`src/rtl/xlat_cache_pkg.sv`:
```
`timescale 1ns/1ps
package xlat_cache_pkg;

   typedef enum logic [1:0] {
      ACC_READ    = 2'd0,
      ACC_WRITE   = 2'd1,
      ACC_RMW     = 2'd2,
      ACC_RMW_ALT = 2'd3
   } acc_kind_e;

   // Any kind other than a plain read is checked against the write bit.
   function automatic logic kind_needs_write(input logic [1:0] kind);
      return kind != ACC_READ;
   endfunction

   // Size code to (bytes - 1): 0->0, 1->1, 2->3, 3->7.
   function automatic logic [3:0] size_span(input logic [1:0] code);
      return (4'd1 << code) - 4'd1;
   endfunction

endpackage

```
`src/rtl/xlat_req_decode.sv`:
```
`timescale 1ns/1ps
module xlat_req_decode
   import xlat_cache_pkg::*;
#(
   parameter int LADDR_W   = 32,
   parameter int PAGE_BITS = 12,
   parameter int IDX_W     = 4,
   parameter int NUM_PL    = 4,
   localparam int LPN_W    = LADDR_W - PAGE_BITS,
   localparam int CPL_W    = $clog2(NUM_PL),
   localparam int PSEL_W   = $clog2(2 * NUM_PL)
) (
   input  logic [LADDR_W-1:0]   laddr,
   input  logic [1:0]           size,
   input  logic [1:0]           kind,
   input  logic [CPL_W-1:0]     cpl,
   output logic [IDX_W-1:0]     set_idx,
   output logic [LPN_W-1:0]     lpn,
   output logic [PAGE_BITS-1:0] offset,
   output logic                 misalign,
   output logic                 need_wr,
   output logic [PSEL_W-1:0]    perm_sel
);
   localparam logic [PAGE_BITS:0] PAGE_LAST = (PAGE_BITS+1)'((1 << PAGE_BITS) - 1);

   logic [3:0] span;
   logic       spills;

   assign span   = size_span(size);
   assign lpn    = laddr[LADDR_W-1:PAGE_BITS];
   assign offset = laddr[PAGE_BITS-1:0];

   // The last byte of the access picks the set, so a page-crossing access
   // looks in the set of the following page.
   assign spills  = ((PAGE_BITS+1)'(offset) + (PAGE_BITS+1)'(span)) > PAGE_LAST;
   assign set_idx = laddr[PAGE_BITS +: IDX_W] + IDX_W'(spills);

   // Low address bits covered by the span are part of the tag compare; a
   // stored tag has them at zero, so an unaligned access cannot match.
   assign misalign = |(laddr[2:0] & span[2:0]);

   assign need_wr  = kind_needs_write(kind);
   assign perm_sel = need_wr ? (PSEL_W'(NUM_PL) + PSEL_W'(cpl)) : PSEL_W'(cpl);

endmodule

```
`src/rtl/xlat_entry_store.sv`:
```
`timescale 1ns/1ps
module xlat_entry_store #(
   parameter int ENTRIES    = 16,
   parameter int LPN_W      = 20,
   parameter int FRAME_W    = 20,
   parameter int HPN_W      = 20,
   parameter int PERM_W     = 8,
   parameter bit STORE_HOST = 1'b1,
   localparam int IDX_W     = $clog2(ENTRIES)
) (
   input  logic               clk,
   input  logic               rst_n,
   input  logic               inv_all,
   input  logic               wr_en,
   input  logic [IDX_W-1:0]   wr_idx,
   input  logic [LPN_W-1:0]   wr_lpn,
   input  logic [FRAME_W-1:0] wr_frame,
   input  logic [HPN_W-1:0]   wr_host,
   input  logic [PERM_W-1:0]  wr_perm,
   input  logic [IDX_W-1:0]   rd_idx,
   output logic               rd_valid,
   output logic [LPN_W-1:0]   rd_lpn,
   output logic [FRAME_W-1:0] rd_frame,
   output logic [HPN_W-1:0]   rd_host,
   output logic [PERM_W-1:0]  rd_perm
);
   logic [ENTRIES-1:0] valid_q;
   logic [LPN_W-1:0]   lpn_a   [ENTRIES];
   logic [FRAME_W-1:0] frame_a [ENTRIES];
   logic [HPN_W-1:0]   host_a  [ENTRIES];
   logic [PERM_W-1:0]  perm_a  [ENTRIES];

   // Valid bits: a fill sets its entry even when a flush lands together.
   always_ff @(posedge clk) begin
      if (!rst_n) begin
         valid_q <= '0;
      end else begin
         for (int e = 0; e < ENTRIES; e++) begin
            if (wr_en && (wr_idx == IDX_W'(e))) begin
               valid_q[e] <= 1'b1;
            end else if (inv_all) begin
               valid_q[e] <= 1'b0;
            end
         end
      end
   end

   for (genvar e = 0; e < ENTRIES; e++) begin : g_entry
      logic               sel;
      logic [LPN_W-1:0]   lpn_q;
      logic [FRAME_W-1:0] frame_q;
      logic [PERM_W-1:0]  perm_q;

      assign sel = wr_en && (wr_idx == IDX_W'(e));

      always_ff @(posedge clk) begin
         if (sel) begin
            lpn_q   <= wr_lpn;
            frame_q <= wr_frame;
            perm_q  <= wr_perm;
         end
      end

      assign lpn_a[e]   = lpn_q;
      assign frame_a[e] = frame_q;
      assign perm_a[e]  = perm_q;

      if (STORE_HOST) begin : g_host
         logic [HPN_W-1:0] host_q;
         always_ff @(posedge clk) begin
            if (sel) host_q <= wr_host;
         end
         assign host_a[e] = host_q;
      end else begin : g_no_host
         assign host_a[e] = '0;
      end
   end

   if (!STORE_HOST) begin : g_host_unused
      logic unused_host;
      assign unused_host = ^wr_host;
   end

   assign rd_valid = valid_q[rd_idx];
   assign rd_lpn   = lpn_a[rd_idx];
   assign rd_frame = frame_a[rd_idx];
   assign rd_host  = host_a[rd_idx];
   assign rd_perm  = perm_a[rd_idx];

endmodule

```
`src/rtl/xlat_resp_stage.sv`:
```
`timescale 1ns/1ps
module xlat_resp_stage #(
   parameter int LPN_W     = 20,
   parameter int FRAME_W   = 20,
   parameter int HPN_W     = 20,
   parameter int PAGE_BITS = 12,
   parameter int PERM_W    = 8,
   localparam int PSEL_W   = $clog2(PERM_W)
) (
   input  logic                         clk,
   input  logic                         rst_n,
   input  logic                         req_valid,
   input  logic [LPN_W-1:0]             lpn,
   input  logic [PAGE_BITS-1:0]         offset,
   input  logic                         misalign,
   input  logic                         need_wr,
   input  logic [PSEL_W-1:0]            perm_sel,
   input  logic                         e_valid,
   input  logic [LPN_W-1:0]             e_lpn,
   input  logic [FRAME_W-1:0]           e_frame,
   input  logic [HPN_W-1:0]             e_host,
   input  logic [PERM_W-1:0]            e_perm,
   output logic                         rsp_valid,
   output logic                         rsp_hit,
   output logic [FRAME_W+PAGE_BITS-1:0] rsp_paddr,
   output logic [HPN_W+PAGE_BITS-1:0]   rsp_host,
   output logic                         wnote_valid,
   output logic [FRAME_W-1:0]           wnote_frame
);
   logic tag_ok;
   logic perm_ok;
   logic hit;

   assign tag_ok  = e_valid && (e_lpn == lpn) && !misalign;
   assign perm_ok = e_perm[perm_sel];
   assign hit     = req_valid && tag_ok && perm_ok;

   always_ff @(posedge clk) begin
      if (!rst_n) begin
         rsp_valid   <= 1'b0;
         rsp_hit     <= 1'b0;
         rsp_paddr   <= '0;
         rsp_host    <= '0;
         wnote_valid <= 1'b0;
         wnote_frame <= '0;
      end else begin
         rsp_valid   <= req_valid;
         rsp_hit     <= hit;
         wnote_valid <= hit && need_wr;
         if (req_valid) begin
            rsp_paddr   <= {e_frame, offset};
            rsp_host    <= {e_host, offset};
            wnote_frame <= e_frame;
         end
      end
   end

endmodule

```
`src/rtl/xlat_cache.sv`:
```
`timescale 1ns/1ps
module xlat_cache #(
   parameter int LADDR_W    = 32,
   parameter int PAGE_BITS  = 12,
   parameter int FRAME_W    = 20,
   parameter int HPN_W      = 20,
   parameter int ENTRIES    = 16,
   parameter int NUM_PL     = 4,
   parameter bit STORE_HOST = 1'b1,
   localparam int LPN_W     = LADDR_W - PAGE_BITS,
   localparam int IDX_W     = $clog2(ENTRIES),
   localparam int PERM_W    = 2 * NUM_PL,
   localparam int PSEL_W    = $clog2(PERM_W),
   localparam int CPL_W     = $clog2(NUM_PL)
) (
   input  logic                         clk,
   input  logic                         rst_n,
   input  logic                         req_valid,
   input  logic [LADDR_W-1:0]           req_laddr,
   input  logic [1:0]                   req_size,
   input  logic [1:0]                   req_kind,
   input  logic [CPL_W-1:0]             req_cpl,
   input  logic                         fill_valid,
   input  logic [LPN_W-1:0]             fill_lpage,
   input  logic [FRAME_W-1:0]           fill_frame,
   input  logic [HPN_W-1:0]             fill_host,
   input  logic [PERM_W-1:0]            fill_perm,
   input  logic                         inv_all,
   output logic                         rsp_valid,
   output logic                         rsp_hit,
   output logic [FRAME_W+PAGE_BITS-1:0] rsp_paddr,
   output logic [HPN_W+PAGE_BITS-1:0]   rsp_host,
   output logic                         wnote_valid,
   output logic [FRAME_W-1:0]           wnote_frame
);
   if ((ENTRIES < 2) || ((ENTRIES & (ENTRIES - 1)) != 0)) begin : g_bad_entries
      $error("xlat_cache: ENTRIES must be a power of two, at least 2");
   end
   if ((PAGE_BITS < 3) || (LADDR_W <= PAGE_BITS + IDX_W)) begin : g_bad_page
      $error("xlat_cache: PAGE_BITS must be >= 3 and leave room for the index");
   end
   if ((NUM_PL < 2) || ((NUM_PL & (NUM_PL - 1)) != 0)) begin : g_bad_pl
      $error("xlat_cache: NUM_PL must be a power of two, at least 2");
   end

   logic [IDX_W-1:0]     set_idx;
   logic [LPN_W-1:0]     req_lpn;
   logic [PAGE_BITS-1:0] req_off;
   logic                 misalign;
   logic                 need_wr;
   logic [PSEL_W-1:0]    perm_sel;

   logic                 e_valid;
   logic [LPN_W-1:0]     e_lpn;
   logic [FRAME_W-1:0]   e_frame;
   logic [HPN_W-1:0]     e_host;
   logic [PERM_W-1:0]    e_perm;

   xlat_req_decode #(
      .LADDR_W   (LADDR_W),
      .PAGE_BITS (PAGE_BITS),
      .IDX_W     (IDX_W),
      .NUM_PL    (NUM_PL)
   ) u_decode (
      .laddr    (req_laddr),
      .size     (req_size),
      .kind     (req_kind),
      .cpl      (req_cpl),
      .set_idx  (set_idx),
      .lpn      (req_lpn),
      .offset   (req_off),
      .misalign (misalign),
      .need_wr  (need_wr),
      .perm_sel (perm_sel)
   );

   xlat_entry_store #(
      .ENTRIES    (ENTRIES),
      .LPN_W      (LPN_W),
      .FRAME_W    (FRAME_W),
      .HPN_W      (HPN_W),
      .PERM_W     (PERM_W),
      .STORE_HOST (STORE_HOST)
   ) u_store (
      .clk      (clk),
      .rst_n    (rst_n),
      .inv_all  (inv_all),
      .wr_en    (fill_valid),
      .wr_idx   (fill_lpage[IDX_W-1:0]),
      .wr_lpn   (fill_lpage),
      .wr_frame (fill_frame),
      .wr_host  (fill_host),
      .wr_perm  (fill_perm),
      .rd_idx   (set_idx),
      .rd_valid (e_valid),
      .rd_lpn   (e_lpn),
      .rd_frame (e_frame),
      .rd_host  (e_host),
      .rd_perm  (e_perm)
   );

   xlat_resp_stage #(
      .LPN_W     (LPN_W),
      .FRAME_W   (FRAME_W),
      .HPN_W     (HPN_W),
      .PAGE_BITS (PAGE_BITS),
      .PERM_W    (PERM_W)
   ) u_resp (
      .clk         (clk),
      .rst_n       (rst_n),
      .req_valid   (req_valid),
      .lpn         (req_lpn),
      .offset      (req_off),
      .misalign    (misalign),
      .need_wr     (need_wr),
      .perm_sel    (perm_sel),
      .e_valid     (e_valid),
      .e_lpn       (e_lpn),
      .e_frame     (e_frame),
      .e_host      (e_host),
      .e_perm      (e_perm),
      .rsp_valid   (rsp_valid),
      .rsp_hit     (rsp_hit),
      .rsp_paddr   (rsp_paddr),
      .rsp_host    (rsp_host),
      .wnote_valid (wnote_valid),
      .wnote_frame (wnote_frame)
   );

endmodule

```
`config.mk`:
```
export PLATFORM = sky130hd
export DESIGN_NAME = xlat_cache
export DESIGN_NICKNAME = d
export VERILOG_FILES = /design/src/rtl/xlat_cache_pkg.sv /design/src/rtl/xlat_req_decode.sv /design/src/rtl/xlat_entry_store.sv /design/src/rtl/xlat_resp_stage.sv /design/src/rtl/xlat_cache.sv
export SDC_FILE = /design/constraint.sdc
export NUM_CORES = 1
export LEC_CHECK = 0
export BUFFER_PORTS_ARGS = -buffer_cell sky130_fd_sc_hd__buf_2
export CELL_PAD_IN_SITES_DETAIL_PLACEMENT = 0
export CELL_PAD_IN_SITES_GLOBAL_PLACEMENT = 2
export CORE_ASPECT_RATIO = 0.75
export CORE_UTILIZATION = 35
export DETAILED_ROUTE_END_ITERATION = 6
export PLACE_DENSITY = 0.72
export SETUP_SLACK_MARGIN = 0.02
export SYNTH_ARGS = -nofsm -noshare
export SYNTH_HDL_FRONTEND = slang
export SYNTH_SLANG_ARGS = --single-unit
```
`constraint.sdc`:
```
create_clock -name clk -period 19.3 [get_ports clk]
set_input_delay 1.93 -clock clk [delete_from_list [all_inputs] [get_ports clk]]
set_output_delay 1.93 -clock clk [all_outputs]
set_load 0.01 [all_outputs]
```
After elaboration in Yosys (flattened, before gate mapping)
Index checks and enable logic that the tools add are counted.
Word-level totals
  input port bits: 111
  word-level logic and storage cells: 188
  bits in registers: 1191
Operators by class
  bitwise operators: 2
  $add $sub $neg: 4
  magnitude comparators: 4
  muxes and demuxes: 34
  reductions and logical operators: 41
  shift operators: 1
  eq/ne operators: 16
Operators with widths (number)
  $bmux W20 S4: 3
  $mux W20: 6
  $reduce_bool A2 Y1: 17
  $bmux W8 S4: 1
  $eq A4 B4 Y1 const B: 8
  $logic_and A1 B1 Y1: 21
  $eq A20 B20 Y1: 1
  $mux W1: 19
  $eq A4 B3 Y1 const B: 4
  $mux W8: 2
  $add A12 B4 Y13: 1
  $gt A13 B12 Y1 const B: 1
  $eq A4 B2 Y1 const B: 2
  $ge A5 B5 Y1 const B: 1
  $lt A4 B5 Y1 const B: 1
  $not A4 Y5: 1
  $add A4 B1 Y4: 1
  $bmux W1 S4: 1
  $eq A4 B1 Y1 const B: 1
  $logic_not A4 Y1: 1
  $lt A3 B4 Y1 const B: 1
  $shl A1 B2 Y4 const A: 1
  $sub A4 B1 Y4 const B: 1
  $add A3 B2 Y3 const A: 1
  5 further kinds: 5

Longest topological paths before layout
  depth in word-level cells: 15
  mapped depth: 19
  gate-level depth less buffers: 15

Hierarchy
Synthesis repeated with hierarchy kept, for this count alone.
Unflattened totals
  cells, all modules: 2039
  area total of the unflattened synthesis: 44408.8 um^2
Modules (own cells, without submodules)
  xlat_entry_store: cells an instance 1742, sequential area each 32991.6 um^2, times used 1, area each 41394.7 um^2
  xlat_resp_stage: cells an instance 241, sequential area each 1101.1 um^2, times used 1, area each 2571.2 um^2
  xlat_req_decode: cells an instance 56, sequential area each 0.0 um^2, times used 1, area each 442.9 um^2

Worst setup path before layout
No wires, ideal clock.
  kind: input to register
  start point: in fill_lpage[3]
  end point: reg u_store.g_entry[1].frame_q[0], enable pin
  slack: 11552 ps
  arrival time: 7154 ps
  setup time: 594 ps
  required time: 18706 ps
  cell stages on the path: 3
  path through: nor2_1 -> nand2_1 -> nor3b_1
On the way
  longest elaborated chain between the ends: 2
RTL lines
  from (decl): RTL line xlat_cache.sv:24  | input logic [LPN_W-1:0] fill_lpage,
  $eq A4 B1 Y1: RTL line xlat_entry_store.sv:54  | assign sel = wr_en && (wr_idx == IDX_W'(e));
  $logic_and A1 B1 Y1: RTL line xlat_entry_store.sv:54
  via u_store.g_entry[1].sel: RTL line xlat_entry_store.sv:49  | logic sel;
  to (signal assigned): RTL line xlat_entry_store.sv:59  | frame_q <= wr_frame;
  to (decl): RTL line xlat_entry_store.sv:51  | logic [FRAME_W-1:0] frame_q;
The timed path passes the listed nets, and every way through them passes these cells.
A chain may end at the register's enable or synchronous reset.

Final worst setup path
  start point: in req_size[1]
  end point: reg u_resp.rsp_host[25]
On the way
  longest elaborated chain between the ends: 9
RTL lines
  from (decl): RTL line xlat_cache.sv:20  | input logic [1:0] req_size,
  $shl A1 B2 Y4: RTL line xlat_cache_pkg.sv:18  | return (4'd1 << code) - 4'd1;
  $sub A4 B1 Y4: RTL line xlat_cache_pkg.sv:18
  $add A12 B4 Y13: RTL line xlat_req_decode.sv:35  | assign spills = ((PAGE_BITS+1)'(offset) + (PAGE_BITS+1)'(span)) > PAGE_LAST;
  $gt A13 B12 Y1: RTL line xlat_req_decode.sv:35
  $add A4 B1 Y4: RTL line xlat_req_decode.sv:36  | assign set_idx = laddr[PAGE_BITS +: IDX_W] + IDX_W'(spills);
  $not A4 Y5 (implied by the code): RTL line xlat_entry_store.sv:87  | assign rd_host = host_a[rd_idx];
  $bmux W20 S4: RTL line xlat_entry_store.sv:87
  $mux W20 (implied by the code) (2 in a row): RTL line xlat_entry_store.sv:87
  to (signal assigned): RTL line xlat_resp_stage.sv:52  | rsp_host <= {e_host, offset};
  to (decl): RTL line xlat_resp_stage.sv:26  | output logic [HPN_W+PAGE_BITS-1:0] rsp_host,
No other way between the ends. The select of a mux whose other input is x is not followed.

==> flow_metrics.py <==
metrics = {
    "run_status": {
        "status": "finished, final reports clean",
    },
    "sta": {
        "hold_viol": 0,
        "tightest_slew_ns": 1.38,
        "rsz0062_at_grt": "false",
        "layout_min_cycle_time_ns": 7.06,
        "setup_tns_ns": 0,
        "setup_viol": 0,
        "period_share": 0.366,
        "max_clock_freq_mhz": 142,
        "relSlewSlack": 0.0807,
        "fin_ws_ns": 12.24,
        "final.setup_skew_ns": 0.0429,
        "drv_slew": 0,
    },
    "synthesis": {
        "ys_warn_count": 0,
        "syn_inst": 1957,
        "yosysTopAreaCellShare": 0.733,
        "async_reset_ff_frac": 0,
        "synth.avg_cell_area_um2": 22.8,
        "netlist_area_mm2": 0.0446,
        "yosys.area.top_type": "edfxtp_1",
        "synthTopCellsByArea": "edfxtp_1 73%, mux4_2 16%, dfxtp_1 3.2%",
        "synth-edff-count": 1088,
        "seq_area_frac_synth": 0.765,
        "ys.flop_type": "edfxtp_1",
        "synth_nets": 2075,
        "synth-seq-cells": 1159,
        "synth_cell_types": 53,
    },
    "final_layout": {
        "synthToLayoutAreaGrowth_pct": 14.9,
        "mostFrequentLayoutCells": "1,088 x edfxtp_1, 316 x mux4_2, 196 x buf_2",
        "fin_util": 0.409,
        "drive_gt1_frac": 0.336,
        "final_common_cell": "edfxtp_1",
        "nets": 2305,
    },
    "grt": {
        "grt_overflow": 0,
        "grt_use_total": 0.164,
        "grt_pass1_wl_um": 154000,
        "grt_max_degree": 151,
        "grt_pass1_vias": 21629,
        "antenna_found_initial": 17,
    },
    "placed_design": {
        "dpl.hpwl_um": 56300,
        "io_buffers": 197,
        "gp_congestion": 0.757,
        "place_ws_ns": 11.29,
    },
    "floorplan": {
        "core_mm2": 0.125,
        "die_w_um": 414,
        "dieArea_mm2": 0.129,
        "fp-row-count": 112,
        "ioPinCount": 198,
        "die_y_um": 311,
        "start_util": 0.356,
    },
    "critical_path": {
        "crit_arrival_ns": 7.66,
        "crit_type": "in2reg",
        "regToRegStartpoint": "u_store.g_entry[2].lpn_q[9]",
        "reg2reg_depth": 7,
        "worst-endpoint-required_ns": 19.90,
        "r2r-end": "u_resp.wnote_valid",
        "r2r_slack_ns": 16.58,
        "cp_max_fo": 49,
        "cp-start-kind": "primary input",
        "startpoint": "req_size[1]",
        "crit_end": "u_resp.rsp_host[25]",
        "worstSetupEndpointType": "flip-flop",
    },
    "drt": {
        "wire_per_inst_um": 26.9,
        "routed_wl_um": 106000,
        "drtAntennaViolNets": 0,
        "drt_iter0_drc": 1968,
        "dr_total_vias": 20591,
        "vias_per_cell": 5.22,
        "drc_errors": 0,
        "firstDrtPassIters": 5,
    },
    "worst_hold_path": {
        "hp-class": "reg2reg",
    },
    "power": {
        "power.density_mw_per_mm2": 104,
        "ir_drop_v": 0.0000747,
        "finalPower_uw": 5310,
        "leakagePower_uw": 0.0165,
    },
    "cts": {
        "htreeDepth": 3,
        "cts_buffers": 113,
        "cts_root_buf": "clkbuf_16",
        "ctsHoldBuffers": 0,
        "cts.clk_slew.worst_paths_ns": 0.06,
        "cts_buffer_depth": 3,
        "clock_latency_ns": 0.71,
        "ctsResizeCount": 0,
        "cts.sinks": 1159,
        "post-cts-setup-buffer-count": 0,
        "cts_tree": "built",
    },
    "job": {
        "maxCapViolCount": 0,
    },
}
kinds of logic (layout without fill, tap and decap cells):
kind of cell    after synthesis  count (layout)  synth area share
xor+xnor                     21              21           0.00430
flops                      1159            1159             0.765
other cells                   1               5         0.0000841
fa+ha+maj                     7               7           0.00213
simple gates                171             171            0.0213
mux                         423             423             0.184
buf+inv                     134             463            0.0162
compound gates               41              41           0.00727
cells in the mapped netlist, types with 2 or more instances:
cell type  instances
o21a_1            16
buf_2             38
nand2_1           23
inv_1              3
mux2_2             4
nor2b_1           68
a21oi_1            5
nor4_2             2
xnor2_1            8
and2_1             3
a31oi_1            2
dfxtp_1           71
buf_1             17
clkbuf_1          34
nand4_1           10
edfxtp_1        1088
mux4_2           316
nand3b_1           2
nand3_1           21
nor4_1             2
nor3b_1            3
nor2_1            24
o211ai_1           3
nor3_1             6
nand4b_1           3
nand2b_1           2
xor2_1            12
buf_4             39
mux2i_1          103
ha_1               6
flip-flops by register name (all words and copies together), names as in the netlist:
| register | flops |
|---|---|
| u_store.g_entry.lpn_q | 320 |
| u_store.valid_q | 16 |
| u_store.g_entry.frame_q | 320 |
| u_resp.wnote_valid | 1 |
| u_resp.rsp_valid | 1 |
| u_resp.wnote_frame | 20 |
| u_store.g_entry.perm_q | 128 |
| u_resp.rsp_host | 32 |
| u_store.g_entry.g_host.host_q | 320 |
| u_resp.rsp_hit | 1 |
layer usage:
layer  GRT usage  vias up  part of all wire
met5           0        -           0.00051
met2       0.269      574              0.49
met1       0.226    11172              0.44
met3      0.0310      172             0.051
li1            -     8663                 -
met4      0.0389       10             0.021
report_power, final:
part           total [µW]  leakage [µW]  switching [µW]  internal [µW]
sequential           2820        0.0104            18.9           2800
clock                2190       0.00182             934           1260
combinational         297       0.00430             168            128
total                5310        0.0165            1120           4190
worst min-delay path by stage:
stage                        start                   to  slack (ns)  cells past startpoint
2_1_floorplan  u_store.valid_q[10]  u_store.valid_q[10]        0.54                      2
4_1_cts        u_resp.rsp_host[20]  u_resp.rsp_host[20]        0.53                      2
5_1_grt        u_resp.rsp_host[20]  u_resp.rsp_host[20]        0.55                      2
6_report       u_resp.rsp_host[20]  u_resp.rsp_host[20]        0.52                      2
3_3_place_gp   u_resp.rsp_host[18]  u_resp.rsp_host[18]        0.50                      2
3_5_place_dp   u_resp.rsp_host[20]  u_resp.rsp_host[20]        0.51                      2
per-stage QoR:
| stage | hold slack, ns | std cells | instance area [µm²] |
|---|---|---|---|
| floorplan | 0.538 | 1957 | 44600 |
| global placement | 0.501 | 3725 | 47500 |
| detailed placement | 0.512 | 3725 | 47500 |
| CTS | 0.529 | 3939 | 51200 |
| global route | 0.549 | 3940 | 51200 |
| finish | 0.521 | 3943 | 51200 |
critical path, cell delays in order:
cell	delay, ns
buf_2	0.12
or2_2	0.30
ha_1	0.22
fa_1	0.39
a21o_1	0.19
a21oi_1	0.13
nor3_1	0.15
ha_4	0.61
buf_4	0.48
buf_4	0.81
buf_4	0.88
mux4_2	0.61
mux4_2	0.47
mux2i_1	0.17
nor2b_1	0.07
cell type report:
type | instances | area, µm²
Timing Repair Buffer | 245 | 1370
Sequential cell | 1159 | 34100
Clock buffer | 145 | 3020
Clock inverter | 69 | 689
Antenna cell | 4 | 10.0
Fill cell | 10914 | 74100
Tap cell | 1653 | 2070
Multi-Input combinational cell | 664 | 9930
Inverter | 4 | 15.0
No activity file was read; power rests on OpenSTA's default activity.
